$ cat config.mk
export PLATFORM = sky130hd
export DESIGN_NAME = hazard_ctl
export DESIGN_NICKNAME = d
export VERILOG_FILES = /design/src/rtl/hz_pkg.sv /design/src/rtl/hz_src_resolve.sv /design/src/rtl/hz_interlock.sv /design/src/rtl/hz_squash.sv /design/src/rtl/hazard_ctl.sv
export SDC_FILE = /design/constraint.sdc
export NUM_CORES = 1
export LEC_CHECK = 0
export BUFFER_PORTS_ARGS = -buffer_cell sky130_fd_sc_hd__buf_2
export CAP_MARGIN = 20
export CORE_ASPECT_RATIO = 0.9
export CORE_UTILIZATION = 40
export CTS_CLUSTER_SIZE = 30
export DETAILED_ROUTE_END_ITERATION = 16
export PLACE_DENSITY = 0.84
export SLEW_MARGIN = 5
export SYNTH_ARGS = -nofsm -noshare
export SYNTH_HDL_FRONTEND = slang
export SYNTH_HIERARCHICAL = 1
export SYNTH_SLANG_ARGS = --single-unit
$ cat constraint.sdc
create_clock -name clk -period 4.8 [get_ports clk]
set_input_delay 0.96 -clock clk [delete_from_list [all_inputs] [get_ports clk]]
set_output_delay 0.96 -clock clk [all_outputs]
set_load 0.02 [all_outputs]
$ cat src/rtl/hz_pkg.sv
// Shared encodings for the hazard controller.
// Assumes a 2-bit class tag and a 2-bit bypass select on all interfaces.
package hz_pkg;
    typedef enum logic [1:0] {
        CLS_NONE  = 2'd0,
        CLS_ALU   = 2'd1,
        CLS_LOAD  = 2'd2,
        CLS_STORE = 2'd3
    } icls_e;

    typedef enum logic [1:0] {
        FWD_RF = 2'd0,
        FWD_EX = 2'd1,
        FWD_M2 = 2'd2,
        FWD_WB = 2'd3
    } fwd_e;

    localparam int NPROD    = 4;  // producer stages EX, M1, M2, WB
    localparam int NFLUSH   = 4;  // squashable stages IF, ID, EX, M1
    localparam int FWD_W    = 2;
endpackage

$ cat src/rtl/hz_src_resolve.sv
// Resolves one ID source against the producer stages.
// Finds the youngest valid ALU/load producer with a matching nonzero
// destination and yields its bypass select and whether it forces a
// load-use stall. Index 0 of the producer arrays is EX (youngest), 3 is WB.
module hz_src_resolve
    import hz_pkg::*;
#(
    parameter int REG_W = 5
) (
    input  logic [REG_W-1:0] src_i,
    input  logic             prod_valid_i [NPROD],
    input  logic [1:0]       prod_cls_i   [NPROD],
    input  logic [REG_W-1:0] prod_dst_i   [NPROD],
    output logic [FWD_W-1:0] sel_o,
    output logic             load_use_o
);
    logic [NPROD-1:0] hit;

    // Per-stage match: valid producer class, nonzero register, equal index.
    always_comb begin
        for (int i = 0; i < NPROD; i++) begin
            hit[i] = prod_valid_i[i]
                  && (prod_cls_i[i] == CLS_ALU || prod_cls_i[i] == CLS_LOAD)
                  && (src_i != '0)
                  && (prod_dst_i[i] == src_i);
        end
    end

    // Walk oldest to youngest so the youngest hit sets the final answer.
    always_comb begin
        sel_o      = FWD_RF;
        load_use_o = 1'b0;
        for (int i = NPROD - 1; i >= 0; i--) begin
            if (hit[i]) begin
                if (prod_cls_i[i] == CLS_ALU) begin
                    sel_o      = (i == 0) ? FWD_EX : FWD_RF;
                    load_use_o = 1'b0;
                end else begin
                    sel_o      = (i == 2) ? FWD_M2 : ((i == 3) ? FWD_WB : FWD_RF);
                    load_use_o = (i <= 1);
                end
            end
        end
    end
endmodule

$ cat src/rtl/hz_interlock.sv
// Combines the load-use stall of every source with the memory-after
// interlock (ALU in ID behind a load/store in EX). A reported M2 fault
// overrides any stall because the younger stages are being squashed.
module hz_interlock
    import hz_pkg::*;
#(
    parameter int NSRC = 2
) (
    input  logic            id_valid_i,
    input  logic [1:0]      id_cls_i,
    input  logic [NSRC-1:0] load_use_i,
    input  logic            ex_valid_i,
    input  logic [1:0]      ex_cls_i,
    input  logic            fault_i,
    output logic            stall_o
);
    logic mem_in_ex;
    logic mem_after;

    // Memory-after rule: independent of operand dependences.
    always_comb begin
        mem_in_ex = ex_valid_i && (ex_cls_i == CLS_LOAD || ex_cls_i == CLS_STORE);
        mem_after = (id_cls_i == CLS_ALU) && mem_in_ex;
    end

    // Final stall decision.
    always_comb begin
        stall_o = id_valid_i && !fault_i && (mem_after || (|load_use_i));
    end
endmodule

$ cat src/rtl/hz_squash.sv
// Precise-exception control: squashes younger stages on an M2 fault,
// masks the EX-stage write port in that cycle and registers a trap pulse.
// Assumes the fault input is meaningful only with a valid M2 instruction.
module hz_squash
    import hz_pkg::*;
#(
    parameter int REG_W = 5
) (
    input  logic              clk,
    input  logic              rst_n,
    input  logic              m2_valid_i,
    input  logic              m2_exc_i,
    input  logic              ex_valid_i,
    input  logic [1:0]        ex_cls_i,
    input  logic [REG_W-1:0]  ex_dst_i,
    output logic              fault_o,
    output logic [NFLUSH-1:0] flush_o,
    output logic              ex_rf_we_o,
    output logic              trap_o
);
    // Fault detection and squash fan-out.
    always_comb begin
        fault_o = m2_valid_i && m2_exc_i;
        flush_o = {NFLUSH{fault_o}};
    end

    // EX write port enable, blocked while an older fault is reported.
    always_comb begin
        ex_rf_we_o = ex_valid_i && (ex_cls_i == CLS_ALU)
                  && (ex_dst_i != '0) && !fault_o;
    end

    // One-cycle trap pulse following the fault cycle.
    always_ff @(posedge clk) begin
        if (!rst_n) trap_o <= 1'b0;
        else        trap_o <= fault_o;
    end
endmodule

$ cat src/rtl/hazard_ctl.sv
// Top of the six-stage hazard controller.
// Gathers the producer stages into arrays, resolves each ID source in its
// own resolver, and feeds the interlock and squash logic. Outputs other
// than trap_o are combinational in the current stage contents.
module hazard_ctl
    import hz_pkg::*;
#(
    parameter int REG_W = 5,
    parameter int NSRC  = 2
) (
    input  logic                  clk,
    input  logic                  rst_n,
    input  logic                  id_valid_i,
    input  logic [1:0]            id_cls_i,
    input  logic [NSRC*REG_W-1:0] id_src_i,
    input  logic                  ex_valid_i,
    input  logic [1:0]            ex_cls_i,
    input  logic [REG_W-1:0]      ex_dst_i,
    input  logic                  m1_valid_i,
    input  logic [1:0]            m1_cls_i,
    input  logic [REG_W-1:0]      m1_dst_i,
    input  logic                  m2_valid_i,
    input  logic [1:0]            m2_cls_i,
    input  logic [REG_W-1:0]      m2_dst_i,
    input  logic                  m2_exc_i,
    input  logic                  wb_valid_i,
    input  logic [1:0]            wb_cls_i,
    input  logic [REG_W-1:0]      wb_dst_i,
    output logic                  stall_o,
    output logic [NSRC*FWD_W-1:0] fwd_sel_o,
    output logic                  ex_rf_we_o,
    output logic [NFLUSH-1:0]     flush_o,
    output logic                  trap_o
);
    logic             prod_valid [NPROD];
    logic [1:0]       prod_cls   [NPROD];
    logic [REG_W-1:0] prod_dst   [NPROD];
    logic [NSRC-1:0]  load_use;
    logic             fault;

    // Producer arrays ordered youngest (EX) to oldest (WB).
    always_comb begin
        prod_valid[0] = ex_valid_i;  prod_cls[0] = ex_cls_i;  prod_dst[0] = ex_dst_i;
        prod_valid[1] = m1_valid_i;  prod_cls[1] = m1_cls_i;  prod_dst[1] = m1_dst_i;
        prod_valid[2] = m2_valid_i;  prod_cls[2] = m2_cls_i;  prod_dst[2] = m2_dst_i;
        prod_valid[3] = wb_valid_i;  prod_cls[3] = wb_cls_i;  prod_dst[3] = wb_dst_i;
    end

    for (genvar s = 0; s < NSRC; s++) begin : g_src
        hz_src_resolve #(.REG_W(REG_W)) u_res (
            .src_i        (id_src_i[s*REG_W +: REG_W]),
            .prod_valid_i (prod_valid),
            .prod_cls_i   (prod_cls),
            .prod_dst_i   (prod_dst),
            .sel_o        (fwd_sel_o[s*FWD_W +: FWD_W]),
            .load_use_o   (load_use[s])
        );
    end

    hz_squash #(.REG_W(REG_W)) u_squash (
        .clk        (clk),
        .rst_n      (rst_n),
        .m2_valid_i (m2_valid_i),
        .m2_exc_i   (m2_exc_i),
        .ex_valid_i (ex_valid_i),
        .ex_cls_i   (ex_cls_i),
        .ex_dst_i   (ex_dst_i),
        .fault_o    (fault),
        .flush_o    (flush_o),
        .ex_rf_we_o (ex_rf_we_o),
        .trap_o     (trap_o)
    );

    hz_interlock #(.NSRC(NSRC)) u_lock (
        .id_valid_i (id_valid_i),
        .id_cls_i   (id_cls_i),
        .load_use_i (load_use),
        .ex_valid_i (ex_valid_i),
        .ex_cls_i   (ex_cls_i),
        .fault_i    (fault),
        .stall_o    (stall_o)
    );

    // Stages M1..WB class inputs feed the resolvers; m2_cls/wb_cls are used there.
endmodule

==> results of run 1 <==
-- cells in the mapped netlist, drive strengths merged --
cell and instances:
inv 17, nor2b 2, and2 1, nor3 2, buf 14, a211oi 1
xnor2 34, or2b 2, o2111ai 2, nor2 5, nand2 8, ha 8
nand2b 5, o22ai 4, dfxtp 1, nand4b 1, a21oi 3, nand3 2
nand4 4, or4 4, or4b 2, nand3b 5, and3 1, a222oi 2
o41ai 2, nor4 3
-- through the flow --
step,hold slack (ns),instance area [µm²],worst slack [ns],instances
5_1_grt,1.22,1240,0.812,206
4_1_cts,1.20,1240,0.962,206
2_1_floorplan,1.11,1010,1.16,135
3_5_place_dp,1.20,1240,0.978,206
6_report,1.20,1240,0.957,206
3_3_place_gp,1.20,1240,1.03,206
-- cell families (layout without fill, tap and decap cells) --
| kind of cell | Yosys count | after routing | synth area share |
|---|---|---|---|
| AND/OR/NAND/NOR | 47 | 47 | 0.320 |
| XOR/XNOR | 34 | 34 | 0.296 |
| buffers and inverters | 31 | 75 | 0.155 |
| AO/OA/AOI/OAI | 14 | 14 | 0.109 |
| adder cells (fa/ha/maj) | 8 | 8 | 0.0994 |
| flip-flops | 1 | 1 | 0.0199 |
-- layout make-up --
| cell class | count | area [µm²] | area share |
|---|---|---|---|
| Multi-Input combinational cell | 103 | 831 | 0.671 |
| Timing Repair Buffer | 58 | 290 | 0.234 |
| Inverter | 17 | 63.8 | 0.0515 |
| Tap cell | 27 | 33.8 | 0.0273 |
| Sequential cell | 1 | 20.0 | 0.0162 |
-- power groups by stage --
stage               sequential, mW  clock, mW  combinational (mW)
floorplan                  0.00934          0              0.0664
global placement           0.00887          0              0.0964
detailed placement         0.00890          0              0.0981
CTS                        0.00890          0              0.0985
global route               0.00896          0               0.109
finish                     0.00888          0              0.0983
-- final timing paths --
path | startpoint | endpoint | slack (ns) | cells after the start
setup / recovery | ex_cls_i[1] | stall_o | 0.96 | 10
hold / removal | m2_exc_i | u_squash/trap_o | 1.20 | 2
-- per-layer routing --
| metal | vias up | track usage |
|---|---|---|
| met5 | - | 0 |
| met4 | 0 | 0.00833 |
| met3 | 2 | 0.0154 |
| met2 | 55 | 0.317 |
| met1 | 472 | 0.262 |
| li1 | 544 | - |
-- worst max-delay path: stages --
cell and delay [ns]:
buf_2 0.11, inv_1 0.05, ha_1 0.26, nor2b_1 0.13, o2111ai_1 0.12, or4b_2 0.71
o22ai_1 0.20, nor2_1 0.07, a21oi_1 0.11, buf_2 0.17
-- layout by cell type (no fill, tap or decap), drive strengths merged, types with 4 or more instances in the layout --
cell type / instances
buf: 58
ha: 8
inv: 17
nand2: 8
nand2b: 5
nand3b: 5
nand4: 4
nor2: 5
o22ai: 4
or4: 4
xnor2: 34
==> results.toml, run 1 <==
[route]
wl_met2_mm = 1.14
ant_nets = 0
wl_per_cell_um = 11.9
first_iter_violations = 27
m1WireLength_mm = 1.12
vias = 1073
wl_met3_um = 194
top_layer_used = "met4"
dr.pass1.iters = 4
routed_wl_mm = 2.46
route.detailed.drc = 0
viasPerCell = 5.21

[global_routing]
grt_max_degree = 7
grt_pass1_wl_mm = 3.91
grt_pass1_vias = 926
antenna_found_initial = 0
track_usage = 0.187
grt-ovfl-total = 0

[setup_path]
crit_fanout = 4
setup.worst_path.start_class = "input port"
worstPathRequired_ns = 3.84
cp-end-kind = "primary output"
cp_data_arrival_time_ns = 2.88
path_class = "in -> out"

[floorplan]
die_h_um = 49.6
core_mm2 = 0.00228
initial_utilization = 0.441
pin_count = 59
rows = 16
dieWidth_um = 54.9
die-area_mm2 = 0.00272

[placement]
place_hpwl_mm = 2.20
gp_congestion = 0.805
io_buffers = 58

[cells_and_area]
largest_register = "u_squash/trap_o"
largest_register_ffs = 1
syn_to_final_growth_pct = 23.0
drive_gt1_frac = 0.397
post-route-util = 0.543
diodes = 0
n_fill_cell = 232
fin_nets = 237
reg.largest.list = "u_squash/trap_o: 1 flops"

[sta]
rsz0062_at_grt = "false"
finalHoldViolCount = 0
final.min_clock_period_ns = 3.84
finalSetupViolations = 0
relSlewSlack = 0.696
fin_tns_setup_ns = 0
worst_pin_slew_ns = 0.451
fmax_mhz = 260
finalCritPeriodShare = 0.801
finalMaxSlewViolations = 0

[cts]
ctsResizeCount = 0
postCtsSetupBuffers = 0
hold_buffers = 0
cts.clk_slew.worst_paths_ns = 0

[power_and_ir_drop]
power_density_mw_per_mm2 = 86.5
p_int_uw = 57.4
leakagePower_nw = 0.572
power_frac_comb = 0.917
p_seq_frac = 0.083
ir_drop_mv = 0.0553
total_power_uw = 107
p_sw_frac = 0.464
p_switching_uw = 49.7
pwr-share-clk = 0

[synthesis]
synth-seq-cells = 1
syn_area_mm2 = 0.00101
syn_area_per_cell_um2 = 7.46
syn_inst = 135
synth_top_cell_area_share = 0.296
synth.distinct_cells = 30
synth-seq-area-share = 0.0199
yosysWarnings = 6
synth_area_leaders = "xnor2_1 30%, ha_1 9.9%, inv_1 6.3%, or4_4 4.5%, buf_2 4.0%"
synth_top_area_cell = "xnor2_1"
syn_nets = 191

[worst_hold_path]
hp-class = "in -> reg"

[run_status]
status = "finished, final reports clean"

[flow_run]
maxCapViolCount = 0
(Power assumes the default switching activity.)
==> inputs of run 2 (changes only) <==
--- a/config.mk
+++ b/config.mk
@@ -5,13 +5,14 @@
 export SDC_FILE = /design/constraint.sdc
 export NUM_CORES = 1
 export LEC_CHECK = 0
+export ABC_AREA = 1
 export BUFFER_PORTS_ARGS = -buffer_cell sky130_fd_sc_hd__buf_2
 export CAP_MARGIN = 20
 export CORE_ASPECT_RATIO = 0.9
 export CORE_UTILIZATION = 40
 export CTS_CLUSTER_SIZE = 30
 export DETAILED_ROUTE_END_ITERATION = 16
-export PLACE_DENSITY = 0.84
+export PLACE_DENSITY = 0.81
 export SLEW_MARGIN = 5
 export SYNTH_ARGS = -nofsm -noshare
 export SYNTH_HDL_FRONTEND = slang
==> constraint.sdc (replaced) <==
create_clock -name clk -period 3.5 [get_ports clk]
set_input_delay 0.7 -clock clk [delete_from_list [all_inputs] [get_ports clk]]
set_output_delay 0.7 -clock clk [all_outputs]
set_load 0.02 [all_outputs]
==> run 2 against run 1 <==
  * Core utilization fell by 2.5 points
  * Sequential share of layout area fell by 0.49 points
  * Area after synthesis rose by 45%
  * Wire length grew 57%
  * Worst setup slack worse by 0.14 ns
  * Combinational power increased by 89%
  * Cell count rose by 110%
  * First-iteration DRC count rose to 2.8 times the previous value
  * Largest cell class unchanged
==> results.toml, run 2 <==
[synthesis]
synth_edf_count = 0
syn_area_per_cell_um2 = 4.47
syn_nets = 383
synth_area_leaders = "nand2_1 37%, inv_1 16%, nor2_1 14%, ha_1 6.8%, xnor2_1 6.0%"
syn_area_mm2 = 0.00146
synth.distinct_cells = 16
async_flop_share = 0
yosysWarnings = 6
synth-seq-area-share = 0.0137
synth_top_area_cell = "nand2_1"
yosysMostFrequentCell = "nand2_1"
synth-seq-cells = 1
synthTopCellsByCount = "145 x nand2_1, 62 x inv_1, 55 x nor2_1"
syn_inst = 327
ys.flop_type = "dfxtp_1"
synth_top_cell_area_share = 0.372

[route]
routed_wl_mm = 3.86
ant_nets = 0
route.detailed.drc = 0
dr.pass1.iters = 4
vias = 1918
first_iter_violations = 75
viasPerCell = 4.51
wl_per_cell_um = 9.08

[power_and_ir_drop]
power_density_mw_per_mm2 = 112
ir_drop_mv = 0.0471
pwr-share-clk = 0
total_power_uw = 198
p_int_uw = 84.4
p_switching_uw = 114
p_seq_frac = 0.061
leakagePower_nw = 1.23
p_sw_frac = 0.574
power_frac_comb = 0.939

[flow_run]
maxCapViolCount = 0

[sta]
relSlewSlack = 0.865
fin_ws_ns = 0.817
finalHoldViolCount = 0
finalCritPeriodShare = 0.767
fmax_mhz = 373
finalMaxSlewViolations = 0
worst_pin_slew_ns = 0.202
finalSetupViolations = 0
hold_ws_ns = 0.919
final.min_clock_period_ns = 2.68
rsz0062_at_grt = "false"
fin_tns_setup_ns = 0

[cells_and_area]
layout.cells.most_common = "nand2_1"
syn_to_final_growth_pct = 21.6
largest_register = "u_squash/trap_o"
largest_register_ffs = 1
n_fill_cell = 380
multi_input_area_mm2 = 0.00115
reg.largest.list = "u_squash/trap_o: 1 flops"
fin_nets = 439
diodes = 0
drive_gt1_frac = 0.215
regArea_um2 = 20.0
final_cell_mix = "145 x nand2_1, 62 x inv_1, 58 x buf_2"

[run_status]
status = "finished, final reports clean"

[floorplan]
rows = 20
die_h_um = 59.3
core_mm2 = 0.00343
dieWidth_um = 65.7
pin_count = 59
initial_utilization = 0.426
die-area_mm2 = 0.00390

[setup_path]
crit_fanout = 2
path_class = "in -> out"
cp-end-kind = "primary output"
slowest_delay_ns = 0.27
setup.worst_path.start_class = "input port"
cp_data_arrival_time_ns = 1.98
cp_slowest_cell = "ha_1"
cpMostUsedCell = "nand2_1"
cp_cell_sequence = "buf_2 -> ha_1 -> nor2_1 -> nand2_1 -> nor2_1 -> nand2_1 -> nor3_1 -> nand2_1 -> nand2_1 -> nor2_1 -> a21oi_2 -> buf_2"
worstPathRequired_ns = 2.80

[placement]
gp_congestion = 0.898
place_hpwl_mm = 3.44
io_buffers = 58
place_worst_setup_slack_ns = 0.799

[global_routing]
grt_pass1_vias = 1532
grt_max_degree = 7
grt_pass1_wl_mm = 6.27
track_usage = 0.202
antenna_found_initial = 0
grt-ovfl-total = 0

[cts]
hold_buffers = 0
postCtsSetupBuffers = 0
ctsResizeCount = 0
cts.clk_slew.worst_paths_ns = 0

[worst_hold_path]
min_from = "rst_n"
hp-class = "in -> reg"
holdPathStages = 3
worstHoldEndpoint = "u_squash/trap_o"
==> run 2: worst max path at each step <==
stage                 from       to  slack (ns)  cells after the start
2_1_floorplan  m1_cls_i[1]  stall_o        1.03                     11
5_1_grt        m1_cls_i[0]  stall_o        0.58                     12
3_3_place_gp   m1_cls_i[0]  stall_o        0.83                     12
4_1_cts        m1_cls_i[0]  stall_o        0.80                     12
3_5_place_dp   m1_cls_i[0]  stall_o        0.80                     12
6_report       m1_cls_i[0]  stall_o        0.82                     12
==> run 2: cell type report <==
| class | count | share of cell area |
|---|---|---|
| inverters | 70 | 0.148 |
| repair buffers | 58 | 0.163 |
| well taps | 44 | 0.0310 |
| flip-flops and latches | 1 | 0.0113 |
| multi-input cells | 252 | 0.646 |
==> run 2: cell families (layout without fill, tap and decap cells) <==
logic type | Yosys count | count (layout) | synth area share
AND/OR/NAND/NOR | 233 | 233 | 0.652
adder cells (fa/ha/maj) | 8 | 8 | 0.0685
buffers and inverters | 74 | 128 | 0.200
flip-flops | 1 | 1 | 0.0137
AO/OA/AOI/OAI | 1 | 1 | 0.00599
XOR/XNOR | 10 | 10 | 0.0599
==> run 2: critical path, delay by kind of cell <==
family | cells | cell delay [ns]
AO/OA/AOI/OAI | 1 | 0.12
AND/OR/NAND/NOR | 8 | 0.61
adder cells (fa/ha/maj) | 1 | 0.27
buffers and inverters | 2 | 0.28
==> run 2: per-layer routing <==
layer / up-vias / track usage / routed length, µm
met5: - / 0 / 0
met4: 0 / 0 / 0
met3: 0 / 0.0115 / 302
met2: 58 / 0.356 / 1660
met1: 806 / 0.286 / 1900
li1: 1054 / - / -
==> run 2: through the flow <==
step | utilization | cells | area [µm²]
finish | 0.518 | 425 | 1780
detailed placement | 0.518 | 425 | 1780
CTS | 0.518 | 425 | 1780
floorplan | - | 327 | 1460
global placement | 0.518 | 425 | 1780
global route | 0.518 | 425 | 1780
==> run 2: power groups by stage <==
stage / logic, mW / registers (mW) / clock network [mW]
after floorplan: 0.115 / 0.0128 / 0
after global placement: 0.180 / 0.0122 / 0
after detailed placement: 0.184 / 0.0122 / 0
after CTS: 0.185 / 0.0122 / 0
after global routing: 0.213 / 0.0122 / 0
final: 0.186 / 0.0122 / 0
==> inputs of run 3 (changes only) <==
==> constraint.sdc (replaced) <==
create_clock -name clk -period 2.3 [get_ports clk]
set_input_delay 0.46 -clock clk [delete_from_list [all_inputs] [get_ports clk]]
set_output_delay 0.46 -clock clk [all_outputs]
set_load 0.02 [all_outputs]
==> run 3 against run 2 <==
  * Combinational power up 55%
  * Wire length increased by 1.0%
  * Core utilization rose by 0.77 points
  * Sequential share of layout area hardly changed
  * Sequential cell count stayed put
  * Global-route usage unchanged
  * Critical path depth did not move
  * Worst hold slack worse by 0.24 ns
  * Cell count did not move
  * Die area did not move
  * Via count increased by 0.42%
  * Critical endpoint unchanged
  * Highest routed layer unchanged
==> results.toml, run 3 (synthesis results as in run 2) <==
[floorplan]
initial_utilization = 0.426
dieWidth_um = 65.7
rows = 20
die_h_um = 59.3
die-area_mm2 = 0.00390
pin_count = 59
core_mm2 = 0.00343

[cells_and_area]
syn_to_final_growth_pct = 23.4
layout.cells.most_common = "nand2_1"
diodes = 0
largest_register_ffs = 1
drive_gt1_frac = 0.231
reg.largest.list = "u_squash/trap_o: 1 flops"
fin_cells = 425
final_cell_mix = "145 x nand2_1, 62 x inv_1, 57 x buf_2"
largest_register = "u_squash/trap_o"
fin_nets = 439

[global_routing]
grt_pass1_wl_mm = 6.27
grt_pass1_vias = 1532
track_usage = 0.202
grt_max_degree = 7
antenna_found_initial = 0
grt-ovfl-total = 0

[cts]
postCtsSetupBuffers = 0
cts.clk_slew.worst_paths_ns = 0
hold_buffers = 0
ctsResizeCount = 0

[sta]
fin_tns_setup_ns = 0
worst_pin_slew_ns = 0.198
rsz0062_at_grt = "true"
finalCritPeriodShare = 0.945
finalMaxSlewViolations = 0
finalSetupViolations = 0
final.min_clock_period_ns = 2.17
fmax_mhz = 460
hold_ws_ns = 0.679
relSlewSlack = 0.867
finalHoldViolCount = 0
fin_ws_ns = 0.126

[setup_path]
setup.worst_path.start_class = "input port"
crit_fanout = 2
path_class = "in -> out"
worstPathRequired_ns = 1.84
cp_data_arrival_time_ns = 1.71
cp-end-kind = "primary output"

[placement]
dpl.cell_count = 425
gp_congestion = 0.898
place_worst_setup_slack_ns = 0.0792
io_buffers = 58
place_hpwl_mm = 3.44

[route]
ant_nets = 0
viasPerCell = 4.53
wl_per_cell_um = 9.17
routed_wl_mm = 3.90
first_iter_violations = 90
dr.pass1.iters = 4
route.detailed.drc = 0
vias = 1926

[flow_run]
maxCapViolCount = 0

[power_and_ir_drop]
power_density_mw_per_mm2 = 170
leakagePower_nw = 1.23
ir_drop_mv = 0.0743
total_power_uw = 307

[worst_hold_path]
hp-class = "in -> reg"

[run_status]
status = "finished, final reports clean"
==> run 3: cell counts in the layout (fill, tap and decap cells not counted) <==
No cell type changed its count.
==> run 3: area by class of cell <==
class,instances,area (µm²)
fillers,377,1630
multi-input cells,252,1170
repair buffers,58,297
well taps,44,55.1
inverters,70,263
flip-flops and latches,1,20.0
==> run 3: power by group <==
part,total (mW),internal [mW],leakage [nW],switching [mW]
sequential,0.0185,0.0184,0.00822,0.000122
combinational,0.289,0.113,1.22,0.176
clock,0,0,0,0
total,0.307,0.131,1.23,0.176
==> run 3: worst paths after layout <==
kind | startpoint | to | slack [ns] | depth (start not counted)
setup / recovery | m1_cls_i[0] | stall_o | 0.13 | 12
hold / removal | rst_n | u_squash/trap_o | 0.68 | 3
==> run 3: stage by stage <==
step,util,instance area (µm²)
floorplan,-,1460
global placement,0.518,1780
detailed placement,0.518,1780
CTS,0.518,1780
global route,0.526,1800
finish,0.526,1800
==> run 3: worst max-delay path: stages <==
cell and delay (ns):
buf_2 0.11, ha_1 0.28, nor2_1 0.10, nand2_1 0.05, nor2_1 0.08, nand2_1 0.07, nor3_1 0.13, nand2_1 0.07
nand2_1 0.06, nor2_1 0.04, a21oi_2 0.13, buf_6 0.13
==> run 3: metal layers <==
layer  vias to the layer above  part of all wire  GRT usage
met3                         0             0.070     0.0115
li1                       1053                 -          -
met1                       813              0.50      0.286
met5                         -                 0          0
met2                        60              0.43      0.356
met4                         0                 0          0
